<file path="src/rtl/sop_pkg.sv">
package sop_pkg;

    typedef enum logic {
        DRV_TRISTATE,
        DRV_OPEN_COLLECTOR
    } drive_mode_e;

    function automatic int unsigned cfg_width(int unsigned n_in, int unsigned n_term);
        return (2 * n_in > n_term + 1) ? 2 * n_in : n_term + 1;
    endfunction

endpackage

</file>
<file path="src/rtl/sop_and_plane.sv">
module sop_and_plane #(
    parameter int unsigned N_IN   = 16,
    parameter int unsigned N_TERM = 48,
    parameter int unsigned AW     = 6,
    localparam int unsigned LW    = 2 * N_IN
) (
    input  logic              clk,
    input  logic              rst_n,
    input  logic              cfg_we,
    input  logic [AW-1:0]     cfg_addr,
    input  logic [LW-1:0]     cfg_word,
    input  logic [N_IN-1:0]   in_vec,
    output logic [N_TERM-1:0] term_o
);

    logic [LW-1:0] lit_q [N_TERM];

    always_ff @(posedge clk or negedge rst_n) begin
        if (!rst_n) begin
            for (int t = 0; t < N_TERM; t++) lit_q[t] <= '1;
        end else if (cfg_we) begin
            for (int t = 0; t < N_TERM; t++)
                if (cfg_addr == AW'(t)) lit_q[t] <= cfg_word;
        end
    end

    always_comb begin
        for (int t = 0; t < N_TERM; t++) begin
            term_o[t] = 1'b1;
            for (int i = 0; i < N_IN; i++) begin
                if (lit_q[t][2*i]   && !in_vec[i]) term_o[t] = 1'b0;
                if (lit_q[t][2*i+1] &&  in_vec[i]) term_o[t] = 1'b0;
            end
        end
    end

    for (genvar t = 0; t < N_TERM; t++) begin : g_chk

        all_dont_care_chk: assert property (@(posedge clk) disable iff (!rst_n)
            (lit_q[t] == '0) |-> term_o[t]);

        both_literals_chk: assert property (@(posedge clk) disable iff (!rst_n)
            (lit_q[t][1:0] == 2'b11) |-> !term_o[t]);

        hold_word_chk: assert property (@(posedge clk) disable iff (!rst_n)
            !(cfg_we && cfg_addr == AW'(t)) |=> $stable(lit_q[t]));
    end

endmodule

</file>
<file path="src/rtl/sop_or_plane.sv">
module sop_or_plane #(
    parameter int unsigned N_TERM = 48,
    parameter int unsigned N_OUT  = 8,
    parameter int unsigned AW     = 6,
    localparam int unsigned OW    = N_TERM + 1
) (
    input  logic              clk,
    input  logic              rst_n,
    input  logic              cfg_we,
    input  logic [AW-1:0]     cfg_addr,
    input  logic [OW-1:0]     cfg_word,
    input  logic [N_TERM-1:0] term_i,
    output logic [N_OUT-1:0]  func_o
);

    logic [OW-1:0] sel_q [N_OUT];

    always_ff @(posedge clk or negedge rst_n) begin
        if (!rst_n) begin
            for (int k = 0; k < N_OUT; k++) sel_q[k] <= '0;
        end else if (cfg_we) begin
            for (int k = 0; k < N_OUT; k++)
                if (cfg_addr == AW'(N_TERM + k)) sel_q[k] <= cfg_word;
        end
    end

    always_comb begin
        for (int k = 0; k < N_OUT; k++)
            func_o[k] = (|(sel_q[k][N_TERM-1:0] & term_i)) ^ sel_q[k][N_TERM];
    end

    for (genvar k = 0; k < N_OUT; k++) begin : g_chk

        empty_sum_chk: assert property (@(posedge clk) disable iff (!rst_n)
            (sel_q[k][N_TERM-1:0] == '0) |-> (func_o[k] == sel_q[k][N_TERM]));

        hold_sel_chk: assert property (@(posedge clk) disable iff (!rst_n)
            !(cfg_we && cfg_addr == AW'(N_TERM + k)) |=> $stable(sel_q[k]));
    end

endmodule

</file>
<file path="src/rtl/sop_drive.sv">
module sop_drive #(
    parameter int unsigned         N_OUT = 8,
    parameter sop_pkg::drive_mode_e MODE = sop_pkg::DRV_TRISTATE
) (
    input  logic             chip_en,
    input  logic [N_OUT-1:0] func_i,
    output logic [N_OUT-1:0] drv_val,
    output logic [N_OUT-1:0] drv_en
);

    if (MODE == sop_pkg::DRV_TRISTATE) begin : g_tri
        always_comb begin
            drv_en  = {N_OUT{chip_en}};
            drv_val = chip_en ? func_i : '0;
        end
    end else begin : g_oc
        always_comb begin
            drv_val = '0;
            drv_en  = chip_en ? ~func_i : '0;
        end
        always_comb begin

            never_drive_high_chk: assert ((drv_val & drv_en) == '0);
        end
    end

    always_comb begin

        if (!chip_en) released_chk: assert (drv_en == '0);
    end

endmodule

</file>
<file path="src/rtl/sop_array.sv">
module sop_array #(
    parameter int unsigned          N_IN   = 16,
    parameter int unsigned          N_TERM = 48,
    parameter int unsigned          N_OUT  = 8,
    parameter sop_pkg::drive_mode_e DRIVE  = sop_pkg::DRV_TRISTATE
) (
    input  logic                                            clk,
    input  logic                                            rst_n,
    input  logic                                            cfg_we,
    input  logic [$clog2(N_TERM+N_OUT)-1:0]                 cfg_addr,
    input  logic [sop_pkg::cfg_width(N_IN, N_TERM)-1:0]     cfg_data,
    input  logic                                            chip_en,
    input  logic [N_IN-1:0]                                 in_vec,
    output logic [N_OUT-1:0]                                out_val,
    output logic [N_OUT-1:0]                                out_en
);

    localparam int unsigned AW = $clog2(N_TERM + N_OUT);
    localparam int unsigned LW = 2 * N_IN;
    localparam int unsigned OW = N_TERM + 1;

    logic [N_TERM-1:0] term;
    logic [N_OUT-1:0]  func;

    sop_and_plane #(.N_IN(N_IN), .N_TERM(N_TERM), .AW(AW)) u_and (
        .clk      (clk),
        .rst_n    (rst_n),
        .cfg_we   (cfg_we),
        .cfg_addr (cfg_addr),
        .cfg_word (cfg_data[LW-1:0]),
        .in_vec   (in_vec),
        .term_o   (term)
    );

    sop_or_plane #(.N_TERM(N_TERM), .N_OUT(N_OUT), .AW(AW)) u_or (
        .clk      (clk),
        .rst_n    (rst_n),
        .cfg_we   (cfg_we),
        .cfg_addr (cfg_addr),
        .cfg_word (cfg_data[OW-1:0]),
        .term_i   (term),
        .func_o   (func)
    );

    sop_drive #(.N_OUT(N_OUT), .MODE(DRIVE)) u_drive (
        .chip_en (chip_en),
        .func_i  (func),
        .drv_val (out_val),
        .drv_en  (out_en)
    );


    reset_quiet_chk: assert property (@(posedge clk) !rst_n |-> (func == '0));

endmodule

</file>
<file path="config.mk">
export PLATFORM = sky130hd
export DESIGN_NAME = sop_array
export DESIGN_NICKNAME = d
export VERILOG_FILES = /design/src/rtl/sop_pkg.sv /design/src/rtl/sop_and_plane.sv /design/src/rtl/sop_or_plane.sv /design/src/rtl/sop_drive.sv /design/src/rtl/sop_array.sv
export SDC_FILE = /design/constraint.sdc
export NUM_CORES = 2
export LEC_CHECK = 0
export ABC_CLOCK_PERIOD_IN_PS = 5490
export BUFFER_PORTS_ARGS = -buffer_cell sky130_fd_sc_hd__buf_2
export CORE_MARGIN = 5
export CORE_UTILIZATION = 35
export CTS_BUF_LIST = sky130_fd_sc_hd__clkbuf_4
export DETAILED_ROUTE_END_ITERATION = 8
export PLACE_DENSITY = 0.56
export RECOVER_POWER = 100
export SYNTH_ARGS = -nofsm -noshare
export SYNTH_HDL_FRONTEND = slang
export SYNTH_SLANG_ARGS = --single-unit
export TNS_END_PERCENT = 30
</file>
<file path="constraint.sdc">
create_clock -name clk -period 5.49 [get_ports clk]
set_input_delay 1.098 -clock clk [delete_from_list [all_inputs] [get_ports clk]]
set_output_delay 1.098 -clock clk [all_outputs]
set_load 0.005 [all_outputs]
</file>
==> metrics <==
total length of routed wires=269,000 µm; Detailed Route Iter0 Violations=2,997; fraction of the yosys area taken by sequential cells=0.580; port bufs=90; number of vias per cell=5.35; instance count of the mapped netlist=5,690; worst slew margin relative to its limit=-1.43; Critical Path End Type=output port; wire length of the first global-routing pass=391,000 µm; Worst VDD drop=209 µV; count of pins over their slew limit=3,397; max capacitance violation total=74; detailed placer's ending HPWL=165,000 µm; Fmax=0.185 GHz; path category of the worst min-delay check=primary input to flop; synthesized netlist net count=5,765; final setup violating endpoints=0; violated checks=capacitance limit, slew limit; endpoint of the most critical register-to-register path=u_or.sel_q[313]; DRC Markers=0; Die Y-Extent=507 µm; maximum root-to-sink buffer count=4; Power per Cell Area=379 mW/mm²; RSZ-0062 raised after global routing=yes; setup slack of the most critical reg-to-reg path=4.66 ns; area grow syn2layout=14.2%; critical register-to-register path startpoint=u_or.sel_q[313]; antenna violations before repair=26; static leakage=43.2 nW; placed insts=8,825; hold_sp=cfg_data[39]; Clock Tree Root=clkbuf_4; slowest stage cell, crit path=a221oi_1; # rows=182; Period minus WS final=5.42 ns; leading register cell type out of synthesis=dfstp_2; crit-path leading delay family=buffers and inverters; cell types occupying the most area after synthesis=dfstp_2 47%, mux2_2 24%, dfrtp_1 11%, mux2i_1 9.0%, nand4_1 1.6%; Worst Path Required=4.39 ns; ranking of synthesized cells by instance count=1,879 x mux2_2, 1,536 x dfstp_2, 775 x mux2i_1; Post-Syn Area per Cell=15.2 µm²; Horiz. Die Dim=507 µm; worst clock skew=0 ns; clock sinks=1,928; Yosys warnings=0; most area-hungry cell type in the Yosys netlist=dfstp_2; worst setup path end=out_val[0]; count of boundary I/O pins=91; highest cell delay on the worst timing path=0.38 ns; gr usage total=0.206; dpl ws=-0.280 ns; CTS tree=built; DR vias=52,300; final number of hold-violating endpoints=0; Layout Nets=6,245; count of unique library cells instantiated by Yosys=33; classification of the worst setup path=primary input to output port; area of the mapped netlist=0.0865 mm²; initial core utilization=0.352; critical path cell sequence=buf_4, buf_12, buf_4, mux2i_1, nand4_1, nor4_4, buf_4, a22o_1, a221oi_1, nand4_1, nor4_4, buf_4, mux2i_1, buf_2; number of cells on the critical path=14; Post-synth EDFFs=0; via count of the first global-routing pass=55,600; GRT overflow=0; count of buffer and inverter cells on the critical path=6; wire per inst=27.5 µm; status=complete, but fails checks; core area=0.246 mm²; DR pass1 iterations=5; type of element launching the critical path=primary input; full die area=0.257 mm²; clock insertion delay at the later pin of the skew report=1.28 ns; layout cells sized above 1=0.719; post-synthesis register bit count=1,928; global placement routability congestion=0.839; clock-pin transition on the worst setup and hold timing paths=0.06 ns; largest net degree at the start of global routing=153; post-synth top area share=0.466; post-layout power=0.0374 W; H-tree levels=6; Routed Antenna Nets=0; transition time of the tightest slew-check pin=3.64 ns; crit-path max FO=16; final-layout setup total negative slack=0 ns; Post-synth ARST share=1.00; worst reg2reg path depth=1; CTS buffer count=552; CP most frequent cell=buf_4; Arrival @ worst endpoint=4.32 ns; setup slack of the critical path after layout=0.0724 ns; Crit. Startpoint=in_vec[8]; most frequent cell after synthesis=mux2_2; share of the cycle needed by the critical path after routing=0.987; Final Instance Count excl. Fillers=9,770
==> power by group <==
part	leakage, nW	switching (W)	internal [W]
Combinational	17.8	0.00329	0.00265
Clock	4.15	0.00601	0.00730
Sequential	21.2	0.000950	0.0172
==> how the worst min path moves through the flow <==
stage / to / cells past startpoint
3_3_place_gp: u_or.sel_q[23] / 1
6_report: u_or.sel_q[39] / 2
3_5_place_dp: u_or.sel_q[5] / 1
2_1_floorplan: u_or.sel_q[14] / 1
5_1_grt: u_or.sel_q[82] / 2
4_1_cts: u_or.sel_q[131] / 2
==> repair_timing <==
item | in CTS | in global routing
resized for setup | 21 | 5
hold buffers | 4 | 0
pin swaps | 10 | 7
endpoints found under the setup margin | 8 | 5
hold endpoints to repair | 28 | 0
setup buffers | 6 | 1
==> cells by family after synthesis <==
logic type             Yosys count  synth area share
AO/OA/AOI/OAI                  195            0.0193
buffers and inverters          488            0.0273
flip-flops                    1928             0.580
multiplexers                  2702             0.340
AND/OR/NAND/NOR                377            0.0331
==> flip-flops by register name (all words and copies together) (netlist names) <==
signal / cells
u_and.lit_q: 1536
u_or.sel_q: 392
==> area by class of cell <==
type	count	area [µm²]
antenna	11	27.5
tap	3220	4030
inverter	1	3.75
clock inverter	73	480
fill	23100	147000
sequential	1928	50200
timing repair buffer	413	3420
multi-input combinational	3274	34300
clock buffer	850	6380
==> per-stage QoR <==
step,instance area [µm²],utilization,hold WS (ns)
after floorplan,86500,-,0.458
after global placement,92100,0.374,0.469
after detailed placement,92100,0.374,0.476
after CTS,99200,0.403,0.0116
after global routing,98800,0.402,0.0782
final,98800,0.402,0.208
==> layout by cell type, fill, tap and decap left out, drive strengths merged, types with 2 or more instances in the layout <==
cell         netlist  routed
mux2            1927    1927
dfstp           1536    1536
clkbuf           256     953
mux2i            775     775
dfrtp            392     392
buf              231     306
nand4            218     218
a22o              83      83
a221oi            83      83
clkinv             0      54
nor4              53      53
nand2             52      52
a22oi             26      26
nor2              20      20
diode              0      11
nand2b            11      11
inv                1      11
nor3               9       9
bufinv             0       7
or2                5       5
dlygate4sd3        0       4
nand3              3       3
clkinvlp           0       2
==> layer usage <==
metal  wire length (µm)  track usage  vias up
met4               8230       0.0723        0
met2             134000        0.351     1328
met3              11100       0.0350      434
met1             115000        0.265    28300
li1                   -            -    22200
met5                  0            0        -
Power figures use the tool's default switching activity.
